===== src/rtl/pic_pkg.sv =====
package pic_pkg;

    localparam int NSRC    = 16;
    localparam int PRIO_W  = 4;
    localparam int CODE_W  = 12;
    localparam int NPRIO   = 3;
    localparam int FIELDS  = 4;
    localparam int REG_W   = PRIO_W * FIELDS;
    localparam int NGATED  = 7;

    typedef enum logic [0:0] {
        ST_IDLE   = 1'b0,
        ST_ASSERT = 1'b1
    } pic_state_e;

    function automatic logic [CODE_W-1:0] src_code(input int i);
        case (i)
            0:  return 12'h400;
            1:  return 12'h420;
            2:  return 12'h440;
            3:  return 12'h460;
            4:  return 12'h560;
            5:  return 12'h4E0;
            6:  return 12'h500;
            7:  return 12'h520;
            8:  return 12'h540;
            9:  return 12'hB00;
            10: return 12'hB80;
            11: return 12'hA00;
            12: return 12'hA80;
            13: return 12'hA60;
            14: return 12'hA40;
            default: return 12'hA20;
        endcase
    endfunction

    function automatic int src_reg(input int i);
        if (i <= 4)      return 0;
        else if (i <= 8) return 1;
        else             return 2;
    endfunction

    function automatic int src_field(input int i);
        case (i)
            0: return 0;
            1: return 1;
            2, 3: return 2;
            4: return 3;
            5, 6, 7, 8: return 0;
            9, 10: return 0;
            11: return 1;
            default: return 2;
        endcase
    endfunction

    function automatic int src_mask_bit(input int i);
        if (i >= 9) return i - 9;
        else        return -1;
    endfunction

endpackage


===== src/rtl/pic_regs.sv =====
module pic_regs
    import pic_pkg::*;
#(
    parameter int ADDR_W = 3,
    parameter int DATA_W = 32,
    parameter int MASK_W = 32
) (
    input  logic                         clk,
    input  logic                         rst_n,
    input  logic                         wr_en,
    input  logic [ADDR_W-1:0]            wr_addr,
    input  logic [DATA_W-1:0]            wr_data,
    input  logic [ADDR_W-1:0]            rd_addr,
    output logic [DATA_W-1:0]            rd_data,
    output logic [NPRIO-1:0][REG_W-1:0]  prio_q,
    output logic [MASK_W-1:0]            mask_q
);

    localparam logic [ADDR_W-1:0] A_MSET = ADDR_W'(NPRIO);
    localparam logic [ADDR_W-1:0] A_MCLR = ADDR_W'(NPRIO + 1);

    for (genvar r = 0; r < NPRIO; r++) begin : g_prio
        always_ff @(posedge clk) begin
            if (!rst_n)
                prio_q[r] <= '0;
            else if (wr_en && wr_addr == ADDR_W'(r))
                prio_q[r] <= wr_data[REG_W-1:0];
        end
    end

    always_ff @(posedge clk) begin
        if (!rst_n)
            mask_q <= '1;
        else if (wr_en && wr_addr == A_MSET)
            mask_q <= mask_q | wr_data[MASK_W-1:0];
        else if (wr_en && wr_addr == A_MCLR)
            mask_q <= mask_q & ~wr_data[MASK_W-1:0];
    end

    always_comb begin
        rd_data = '0;
        if (rd_addr < ADDR_W'(NPRIO))
            rd_data = DATA_W'(prio_q[rd_addr[1:0]]);
        else if (rd_addr == A_MSET || rd_addr == A_MCLR)
            rd_data = DATA_W'(mask_q);
    end

    // set address forces the written ones into the mask
    a_r7_mask_set: assert property (@(posedge clk) disable iff (!rst_n)
        (wr_en && wr_addr == A_MSET) |=> ((mask_q & $past(wr_data[MASK_W-1:0])) == $past(wr_data[MASK_W-1:0])));

    // clear address removes the written ones from the mask
    a_r7_mask_clear: assert property (@(posedge clk) disable iff (!rst_n)
        (wr_en && wr_addr == A_MCLR) |=> ((mask_q & $past(wr_data[MASK_W-1:0])) == '0));

    // priority register 0 takes the low half of the written word
    a_r2_prio_load: assert property (@(posedge clk) disable iff (!rst_n)
        (wr_en && wr_addr == '0) |=> (prio_q[0] == $past(wr_data[REG_W-1:0])));

    // unused addresses leave the mask untouched
    a_r11_no_alias: assert property (@(posedge clk) disable iff (!rst_n)
        (wr_en && wr_addr > A_MCLR) |=> $stable(mask_q));

endmodule


===== src/rtl/pic_ext_decode.sv =====
module pic_ext_decode
    import pic_pkg::*;
(
    input  logic [PRIO_W-1:0] ext_lvl,
    output logic              ext_valid,
    output logic [PRIO_W-1:0] ext_prio,
    output logic [CODE_W-1:0] ext_code
);

    localparam logic [CODE_W-1:0] EXT_BASE = 12'h200;
    localparam int                STEP_SH  = 5;

    always_comb begin
        ext_valid = (ext_lvl != '1);
        ext_prio  = '1 - ext_lvl;
        ext_code  = EXT_BASE + (CODE_W'(ext_lvl) << STEP_SH);
    end

endmodule


===== src/rtl/pic_arbiter.sv =====
module pic_arbiter
    import pic_pkg::*;
#(
    parameter int MASK_W = 32
) (
    input  logic [NSRC-1:0]             src_req,
    input  logic [NPRIO-1:0][REG_W-1:0] prio_q,
    input  logic [MASK_W-1:0]           mask_q,
    input  logic                        ext_valid,
    input  logic [PRIO_W-1:0]           ext_prio,
    input  logic [CODE_W-1:0]           ext_code,
    output logic                        win_valid,
    output logic [PRIO_W-1:0]           win_prio,
    output logic [CODE_W-1:0]           win_code
);

    logic [NSRC-1:0][PRIO_W-1:0] src_prio;
    logic [NSRC-1:0][CODE_W-1:0] src_cd;
    logic [NSRC-1:0]             src_gate;
    logic                        unused_mask;

    assign unused_mask = ^mask_q[MASK_W-1:NGATED];

    for (genvar i = 0; i < NSRC; i++) begin : g_src
        localparam int R  = src_reg(i);
        localparam int F  = src_field(i);
        localparam int MB = src_mask_bit(i);
        assign src_prio[i] = prio_q[R][F*PRIO_W +: PRIO_W];
        assign src_cd[i]   = src_code(i);
        if (MB >= 0) begin : g_gated
            assign src_gate[i] = mask_q[MB];
        end else begin : g_open
            assign src_gate[i] = 1'b0;
        end
    end

    always_comb begin
        win_prio = '0;
        win_code = '0;
        for (int i = 0; i < NSRC; i++) begin
            if (src_req[i] && !src_gate[i] && src_prio[i] > win_prio) begin
                win_prio = src_prio[i];
                win_code = src_cd[i];
            end
        end
        if (ext_valid && ext_prio > win_prio) begin
            win_prio = ext_prio;
            win_code = ext_code;
        end
        win_valid = (win_prio != '0);
    end

endmodule


===== src/rtl/pic_top.sv =====
module pic_top
    import pic_pkg::*;
#(
    parameter int ADDR_W = 3,
    parameter int DATA_W = 32,
    parameter int MASK_W = 32
) (
    input  logic              clk,
    input  logic              rst_n,
    input  logic              wr_en,
    input  logic [ADDR_W-1:0] wr_addr,
    input  logic [DATA_W-1:0] wr_data,
    input  logic [ADDR_W-1:0] rd_addr,
    output logic [DATA_W-1:0] rd_data,
    input  logic [NSRC-1:0]   src_req,
    input  logic [PRIO_W-1:0] ext_lvl,
    output logic              irq_pend,
    output logic [PRIO_W-1:0] irq_level,
    output logic [CODE_W-1:0] irq_code
);

    logic [NPRIO-1:0][REG_W-1:0] prio_q;
    logic [MASK_W-1:0]           mask_q;
    logic                        ext_valid;
    logic [PRIO_W-1:0]           ext_prio;
    logic [CODE_W-1:0]           ext_code;
    logic                        win_valid;
    logic [PRIO_W-1:0]           win_prio;
    logic [CODE_W-1:0]           win_code;
    pic_state_e                  state_q, state_d;

    pic_regs #(.ADDR_W(ADDR_W), .DATA_W(DATA_W), .MASK_W(MASK_W)) u_regs (
        .clk     (clk),
        .rst_n   (rst_n),
        .wr_en   (wr_en),
        .wr_addr (wr_addr),
        .wr_data (wr_data),
        .rd_addr (rd_addr),
        .rd_data (rd_data),
        .prio_q  (prio_q),
        .mask_q  (mask_q)
    );

    pic_ext_decode u_ext (
        .ext_lvl   (ext_lvl),
        .ext_valid (ext_valid),
        .ext_prio  (ext_prio),
        .ext_code  (ext_code)
    );

    pic_arbiter #(.MASK_W(MASK_W)) u_arb (
        .src_req   (src_req),
        .prio_q    (prio_q),
        .mask_q    (mask_q),
        .ext_valid (ext_valid),
        .ext_prio  (ext_prio),
        .ext_code  (ext_code),
        .win_valid (win_valid),
        .win_prio  (win_prio),
        .win_code  (win_code)
    );

    always_comb begin
        state_d = state_q;
        unique case (state_q)
            ST_IDLE:   if (win_valid)  state_d = ST_ASSERT;
            ST_ASSERT: if (!win_valid) state_d = ST_IDLE;
            default:   state_d = ST_IDLE;
        endcase
    end

    always_ff @(posedge clk) begin
        if (!rst_n) state_q <= ST_IDLE;
        else        state_q <= state_d;
    end

    always_ff @(posedge clk) begin
        if (!rst_n) begin
            irq_level <= '0;
            irq_code  <= '0;
        end else begin
            unique case (state_d)
                ST_ASSERT: begin
                    irq_level <= win_prio;
                    irq_code  <= win_code;
                end
                default: begin
                    irq_level <= '0;
                    irq_code  <= '0;
                end
            endcase
        end
    end

    assign irq_pend = (state_q == ST_ASSERT);

    // nothing requested at the ports means nothing presented next cycle
    a_r10_quiet: assert property (@(posedge clk) disable iff (!rst_n)
        (src_req == '0 && ext_lvl == '1) |=> (!irq_pend && irq_code == '0 && irq_level == '0));

    // external input alone is presented with its computed code and urgency
    a_r6_ext_only: assert property (@(posedge clk) disable iff (!rst_n)
        (src_req == '0 && ext_lvl != '1) |=>
        (irq_pend && irq_code == 12'h200 + 12'($past(ext_lvl)) * 12'h20
                  && irq_level == 4'hF - $past(ext_lvl)));

    // with every field zero only the external input can be presented
    a_r3_all_off: assert property (@(posedge clk) disable iff (!rst_n)
        (prio_q == '0 && ext_lvl == '1) |=> !irq_pend);

    // an idle presentation always carries zero level and code
    a_r10_idle_zero: assert property (@(posedge clk) disable iff (!rst_n)
        !irq_pend |-> (irq_level == '0 && irq_code == '0));

endmodule


===== config.mk =====
export PLATFORM = sky130hd
export DESIGN_NAME = pic_top
export DESIGN_NICKNAME = d
export VERILOG_FILES = /design/src/rtl/pic_pkg.sv /design/src/rtl/pic_regs.sv /design/src/rtl/pic_ext_decode.sv /design/src/rtl/pic_arbiter.sv /design/src/rtl/pic_top.sv
export SDC_FILE = /design/constraint.sdc
export NUM_CORES = 1
export LEC_CHECK = 0
export ABC_CLOCK_PERIOD_IN_PS = 30500
export BUFFER_PORTS_ARGS = -buffer_cell sky130_fd_sc_hd__buf_2
export CAP_MARGIN = 30
export CORE_MARGIN = 4
export CORE_UTILIZATION = 59
export CTS_BUF_LIST = sky130_fd_sc_hd__clkbuf_16
export DETAILED_ROUTE_END_ITERATION = 8
export PLACE_DENSITY = 0.82
export SETUP_SLACK_MARGIN = 0.4
export SKIP_LAST_GASP = 1
export SLEW_MARGIN = 20
export SYNTH_ARGS = -nofsm -noshare
export SYNTH_HDL_FRONTEND = slang
export SYNTH_SLANG_ARGS = --single-unit

===== constraint.sdc =====
create_clock -name clk -period 30.5 [get_ports clk]
set_input_delay 3.05 -clock clk [delete_from_list [all_inputs] [get_ports clk]]
set_output_delay 3.05 -clock clk [all_outputs]
set_load 0.03 [all_outputs]

==> impl_results.md, run 1 <==
* DRT Wirelength at 22.3 mm
* CTS max path bufs at 2
* Commonest non-fill, non-tap cells in the layout: 196 x nand2_1, 104 x buf_2, 99 x a21oi_1, 92 x dfxtp_1, 52 x nor2_1
* Number of vias per cell at 6.39
* Core area at 0.0123 mm^2
* Hold_buf cts at 0
* Dpl cells at 1216
* Worst Setup Start Kind: input pin
* Ratio of cells with drive above 1 in the final layout at 20.1%
* Final worst-path cycle share at 94.0%
* VDD IR-drop max at 0.0000477 V
* Outcome: finished clean
* Ys flop type: dfxtp_1
* Period minus WS final at 28.68 ns
* Vias in the first global route at 7127
* Slew at the pin closest to its max-slew limit at 0.857 ns
* Number of synthesized flops with an enable pin at 0
* CP Capture Type: flip-flop
* Grt ovf at 0
* Pre-antenna DRT Iters at 6
* Placement row count at 40
* Fmax at 34.9 MHz
* Worst Path Required at 30.69 ns
* CTS sink count at 92
* Die Footprint at 0.0146 mm^2
* Ant diodes at 0
* PortBufs at 104
* DRC at 0
* Vias at 7889
* Initial DRC count at 776
* CTS clk-pin slew, worst paths at 0.07 ns
* Io pins at 110
* Asr flop ratio synth at 0%
* Critical-path maximum fanout at 14
* First-pass GRT wire length at 35.4 mm
* Max stage delay on crit path at 0.47 ns
* H-tree levels at 3
* Max_slew headroom at 42.9%
* Avg WL per Cell at 18.0 um
* Yosys warning total at 0
* Post-synthesis sequential area ratio at 24.5%
* CP arrival at 28.86 ns
* Pwr/cell area at 49.5 mW/mm^2
* Pin count of the biggest net entering global routing at 82
* Synth cell types at 93
* Leakage at 3.46 nW
* Final ANT Viol Nets at 0
* Hold Fails Final Rpt at 0
* Final Non-Filler Cells at 1235
* Die height at 121 um
* Nets at 1168
* Max-Cap Viols at 0
* Worst path most repeated cell: ha_1
* DP HPWL at 16.3 mm
* Final setup violation count at 0
* Antenna violations before repair at 1
* Initial Util at 61.3%
* Area of the mapped netlist at 0.00752 mm^2
* CTS tree: yes
* Synth-to-layout area growth at 14.1%
* Total GRT Usage at 29.5%
* CP max stage cell: a2111oi_2
* DIE WIDTH at 121 um
* Pins Over Slew Limit at 0
* Final Wtd Congestion at 0.956
* Syn_area_per_cell at 7.66 um^2
* Worst hold path class: reg -> reg
* RSZ-0062 raised after global routing: false
* Yosys reg bits at 92
* CTS buffer count at 9
* Setup_tns at 0 ns
* CP Class: in -> reg
* Gate Count Post-Synth at 982
* Root Buffer: clkbuf_16
* Clk_lat worst skew at 0.35 ns
* Skew final at 0.0119 ns
* Most common cell after layout, fill and taps aside: nand2_1
## per-layer routing
metal	vias up	global-route usage [%]	wire, um
met5	-	0	9
li1	3765	-	-
met4	2	10.8	745
met3	64	8.02	2100
met2	393	45.6	9950
met1	3665	39.5	9480
## power by group
group | switching, mW | internal [mW]
Combinational | 0.113 | 0.0665
Sequential | 0.00416 | 0.129
Clock | 0.0487 | 0.0634
Total | 0.166 | 0.258
## timing repair
action | 4_1_cts | 5_1_grt
setup buffers | 0 | 4
resized for setup | 0 | 28
endpoints found under the hold margin | 0 | 0
setup endpoints to repair | 0 | 12
## metrics by stage
step | total power, mW | setup slack, ns | utilization (%) | instance area, um^2 | hold slack (ns)
after detailed placement | 0.304 | 0.372 | 66.2 | 8120 | 0.446
final | 0.425 | 1.82 | 70.0 | 8580 | 0.455
after global placement | 0.303 | 0.692 | 66.1 | 8100 | 0.442
after floorplan | 0.263 | 4.02 | - | 7530 | 0.436
after CTS | 0.416 | 0.501 | 68.6 | 8410 | 0.455
after global routing | 0.447 | 0.300 | 70.0 | 8580 | 0.475
## synth_stat cells, types with 12 or more instances
cell type	count	area (um^2)
mux2i_1	25	250
a221o_1	32	320
nand2_1	197	739
o21ai_0	50	250
a21oi_1	102	510
a21o_1	12	90.1
inv_1	45	169
dfxtp_1	92	1840
ha_1	44	551
nor2_1	52	195
a31oi_1	12	75.1
and2_1	27	169
nand3_1	23	115
nor2b_1	14	87.6
clkbuf_1	42	158
mux2_2	22	248
## critical path, delay by kind of cell
kind,cells,cell delay (ns)
compound gates,51,11.92
buf+inv,12,1.13
simple gates,29,4.40
fa+ha+maj,16,4.88
mux,11,3.48
## cell type report
class                           count  area, um^2
Clock buffer                        9         225
Clock inverter                      6        63.8
Fill cell                         995        3680
Inverter                           48         185
Multi-Input combinational cell    798        5450
Sequential cell                    92        1840
Tap cell                          168         210
Timing Repair Buffer              114         603
## worst paths after layout
check,startpoint,end,slack [ns],depth (start not counted)
max,src_req[0],irq_code[6]$_SDFF_PN0_,1.82,119
min,u_regs.prio_q[24]$_SDFFE_PN0P_,u_regs.prio_q[24]$_SDFFE_PN0P_,0.46,2
max reg2reg,u_regs.prio_q[1]$_SDFFE_PN0P_,irq_code[6]$_SDFF_PN0_,4.19,117
min reg2reg,u_regs.prio_q[24]$_SDFFE_PN0P_,u_regs.prio_q[24]$_SDFFE_PN0P_,0.46,2
## kinds of logic (layout without fill, tap and decap cells)
logic type	Yosys count	in the layout	share of synthesized area [%]
and+or+nand+nor	361	361	22.1
AOI/OAI and AO/OA	331	331	33.0
buffers and inverters	96	177	5.11
DFF	92	92	24.5
muxes	50	50	7.16
adders and majority gates	44	44	7.32
xor gates and xnor gates	7	7	0.815
other	1	5	0.0499
Power figures use the tool's default switching activity.
==> run 2: changes to the inputs <==
--- a/config.mk
+++ b/config.mk
@@ -6,8 +6,7 @@
 export NUM_CORES = 1
 export LEC_CHECK = 0
-export ABC_CLOCK_PERIOD_IN_PS = 30500
+export ABC_CLOCK_PERIOD_IN_PS = 30800
 export BUFFER_PORTS_ARGS = -buffer_cell sky130_fd_sc_hd__buf_2
 export CAP_MARGIN = 30
-export CORE_MARGIN = 4
 export CORE_UTILIZATION = 59
 export CTS_BUF_LIST = sky130_fd_sc_hd__clkbuf_16
==> constraint.sdc (replaced) <==
create_clock -name clk -period 30.8 [get_ports clk]
set_input_delay 9.24 -clock clk [delete_from_list [all_inputs] [get_ports clk]]
set_output_delay 9.24 -clock clk [all_outputs]
set_load 0.03 [all_outputs]
==> impl_results.md, run 2 <==
* Final Wtd Congestion at 0.944
* DP HPWL at 18.5 mm
* DIE WIDTH at 115 um
* Area of the mapped netlist at 0.00752 mm^2
* Top-area cell type share of the netlist area at 24.5%
* Number of synthesized flops with an enable pin at 0
* Total GRT Usage at 79.9%
* Pre-CTS setup slack at -0.997 ns
* PortBufs at 104
* Grt ovf at 55
* Worst-path endpoint after global-route repair_timing: irq_code[10]$_SDFF_PP0_/D
* CTS max path bufs at 2
* Error: [ERROR GRT-0232] Routing congestion too high. Check the congestion heatmap in the GUI.
* Yosys reg bits at 92
* Outcome: did not finish
* Placement row count at 40
* CTS buffer count at 9
* Most frequent cell after synthesis: nand2_1
* Hold_buf cts at 0
* Asr flop ratio synth at 0%
* Root Buffer: clkbuf_16
* Io pins at 110
* Post-synthesis sequential area ratio at 24.5%
* Worst EP kind: sequential cell input
* Synth cell types at 93
* Most frequent cells after synthesis: 197 x nand2_1, 102 x a21oi_1, 92 x dfxtp_1
* Dpl cells at 1339
* H-tree levels at 3
* Last stage: 5_1_grt
* Yosys warning total at 0
* CTS sink count at 92
* Largest area contributor in the netlist: dfxtp_1
* Ys flop type: dfxtp_1
* Synth area leaders: dfxtp_1 24%, nand2_1 9.8%, ha_1 7.3%
* Gate Count Post-Synth at 982
* Pin count of the biggest net entering global routing at 82
* Die height at 115 um
* Syn_area_per_cell at 7.66 um^2
* Initial Util at 61.6%
==> run 2: timing repair <==
item	CTS
endpoints found under the setup margin	12
pin swaps	82
gates resized for setup	71
setup buffers	83
==> run 2: metal layers <==
layer | overflow | global-route usage (%)
met1 | 0 | 81.0
met5 | 0 | 31.1
met2 | 22 | 93.5
met3 | 2 | 67.4
met4 | 31 | 80.0
==> run 2: cell families after synthesis <==
group / share of synthesized area (%)
xor gates and xnor gates: 0.815
buffers and inverters: 5.11
AOI/OAI and AO/OA: 33.0
muxes: 7.16
other: 0.0499
adders and majority gates: 7.32
DFF: 24.5
and+or+nand+nor: 22.1
==> run 2: through the flow <==
| step | hold slack [ns] | util (%) | cell area, um^2 | setup TNS [ns] |
|---|---|---|---|---|
| 4_1_cts | 0.456 | 88.7 | 10800 | 0 |
| 3_5_place_dp | 0.446 | 78.9 | 9640 | -10.33 |
| 3_3_place_gp | 0.441 | 78.7 | 9610 | -1.71 |
| 2_1_floorplan | 0.436 | - | 8130 | -0.833 |
==> run 3: changes to the inputs <==
CORE_UTILIZATION = 40   (was 59)
CTS_BUF_LIST = unset   (was sky130_fd_sc_hd__clkbuf_16)
PLACE_DENSITY = unset   (was 0.82)
PLACE_DENSITY_LB_ADDON = 0.15   (was unset)
SETUP_SLACK_MARGIN = unset   (was 0.4)
==> impl_results.md, run 3 (same netlist as run 1, synthesis figures left out) <==
* Outcome: complete, but fails checks
* Failing checks: DRC
* Initial Util at 41.3%
* Design Power at 0.509 mW
* Die Footprint at 0.0193 mm^2
* VDD IR-drop max at 0.0000302 V
* Final Wtd Congestion at 0.903
* Max-Cap Viols at 0
* Pins Over Slew Limit at 0
* Skew final at 0.0115 ns
* Root Buffer: clkbuf_16
* Core area at 0.0182 mm^2
* Critical-path maximum fanout at 8
* Final Non-Filler Cells at 1497
* Worst Setup Start Kind: input pin
* Most common cell after layout, fill and taps aside: buf_4
* Ratio of cells with drive above 1 in the final layout at 40.9%
* Worst hold path class: reg -> reg
* Hold_buf cts at 0
* CTS clk-pin slew, worst paths at 0.07 ns
* CP arrival at 30.89 ns
* DP HPWL at 19.3 mm
* Setup_tns at 0 ns
* Io pins at 110
* CTS buffer count at 9
* DIE WIDTH at 139 um
* H-tree levels at 3
* Final ANT Viol Nets at 0
* Ant diodes at 0
* Placement row count at 49
* CP Class: in -> reg
* Clk_lat worst skew at 0.36 ns
* Pre-CTS setup slack at -0.778 ns
* RSZ-0062 raised after global routing: true
* Fmax at 32.6 MHz
* CP max stage cell: a2111oi_4
* Dpl cells at 1434
* Avg WL per Cell at 17.2 um
* Max stage delay on crit path at 0.38 ns
* Number of vias per cell at 5.62
* CTS sink count at 92
* Placed cell area at 0.00996 mm^2
* Pre-antenna DRT Iters at 8
* DRT Wirelength at 25.8 mm
* Period minus WS final at 30.69 ns
* Grt ovf at 0
* Pin count of the biggest net entering global routing at 82
* Vias at 8407
* CTS max path bufs at 2
* PortBufs at 104
* Setup ws final at 0.114 ns
* Initial DRC count at 473
* Hold Fails Final Rpt at 0
* Commonest non-fill, non-tap cells in the layout: 206 x buf_4, 184 x nand2_1, 103 x buf_2, 92 x dfxtp_1, 91 x a21oi_1
* Nets at 1368
* Pwr/cell area at 46.5 mW/mm^2
* Synth-to-layout area growth at 45.5%
* DRC at 7
* Total GRT Usage at 26.2%
* Final worst-path cycle share at 99.6%
* CP Capture Type: flip-flop
* Max_slew headroom at 39.1%
* Final setup violation count at 0
* Vias in the first global route at 7980
* Slew at the pin closest to its max-slew limit at 0.914 ns
* Worst path most repeated cell: ha_4
* Die height at 139 um
* Antenna violations before repair at 0
* Final Cell Area at 0.0109 mm^2
* Worst Path Required at 31.01 ns
* CTS tree: yes
* Leakage at 4.62 nW
* First-pass GRT wire length at 40.9 mm
[run 3: layer usage]
metal | GRT usage, % | routed length [um]
met1 | 34.8 | 11800
met2 | 43.8 | 12100
met3 | 4.01 | 1360
met4 | 7.95 | 508
met5 | 0 | 0
[run 3: worst max-delay path: cells and delay by family]
kind                     cells  cell delay [ns]
AO/OA/AOI/OAI               50             9.70
adder cells (fa/ha/maj)     16             3.89
buffers and inverters       14             1.32
multiplexers                13             3.62
AND/OR/NAND/NOR             27             3.05
[run 3: per-stage QoR]
step	hold slack, ns	util (%)
after floorplan	0.436	-
after global placement	0.441	54.7
after CTS	0.458	57.4
final	0.457	60.1
after global routing	0.473	60.1
after detailed placement	0.448	54.7
[run 3: final cells by class]
cell class              instances  area, um^2
fillers                      1631        7270
repair buffers                314        2140
flip-flops and latches         92        1840
clock inverters                 7        67.6
inverters                      48         188
well taps                     229         287
clock buffers                   9         225
multi-input cells             798        6190
[run 3: path summary, 6_finish.rpt]
check	start	endpoint	slack, ns	cells after the start
hold / removal	u_regs.prio_q[25]$_SDFFE_PN0P_	u_regs.prio_q[25]$_SDFFE_PN0P_	0.46	2
setup reg to reg	u_regs.prio_q[1]$_SDFFE_PN0P_	irq_code[10]$_SDFF_PP0_	8.57	119
hold reg to reg	u_regs.prio_q[25]$_SDFFE_PN0P_	u_regs.prio_q[25]$_SDFFE_PN0P_	0.46	2
setup / recovery	src_req[0]	irq_code[10]$_SDFF_PP0_	0.11	120
[run 3: repair_timing]
action / 4_1_cts / 5_1_grt
resized for setup: 17 / 65
pin swaps: 13 / 46
buffers inserted: 20 / 27
setup endpoints to repair: 11 / 12
[run 3: power breakdown]
part	leakage, nW	internal [mW]	switching, mW
Clock	0.145	0.0569	0.0541
Sequential	0.749	0.127	0.00450
Combinational	3.73	0.130	0.136
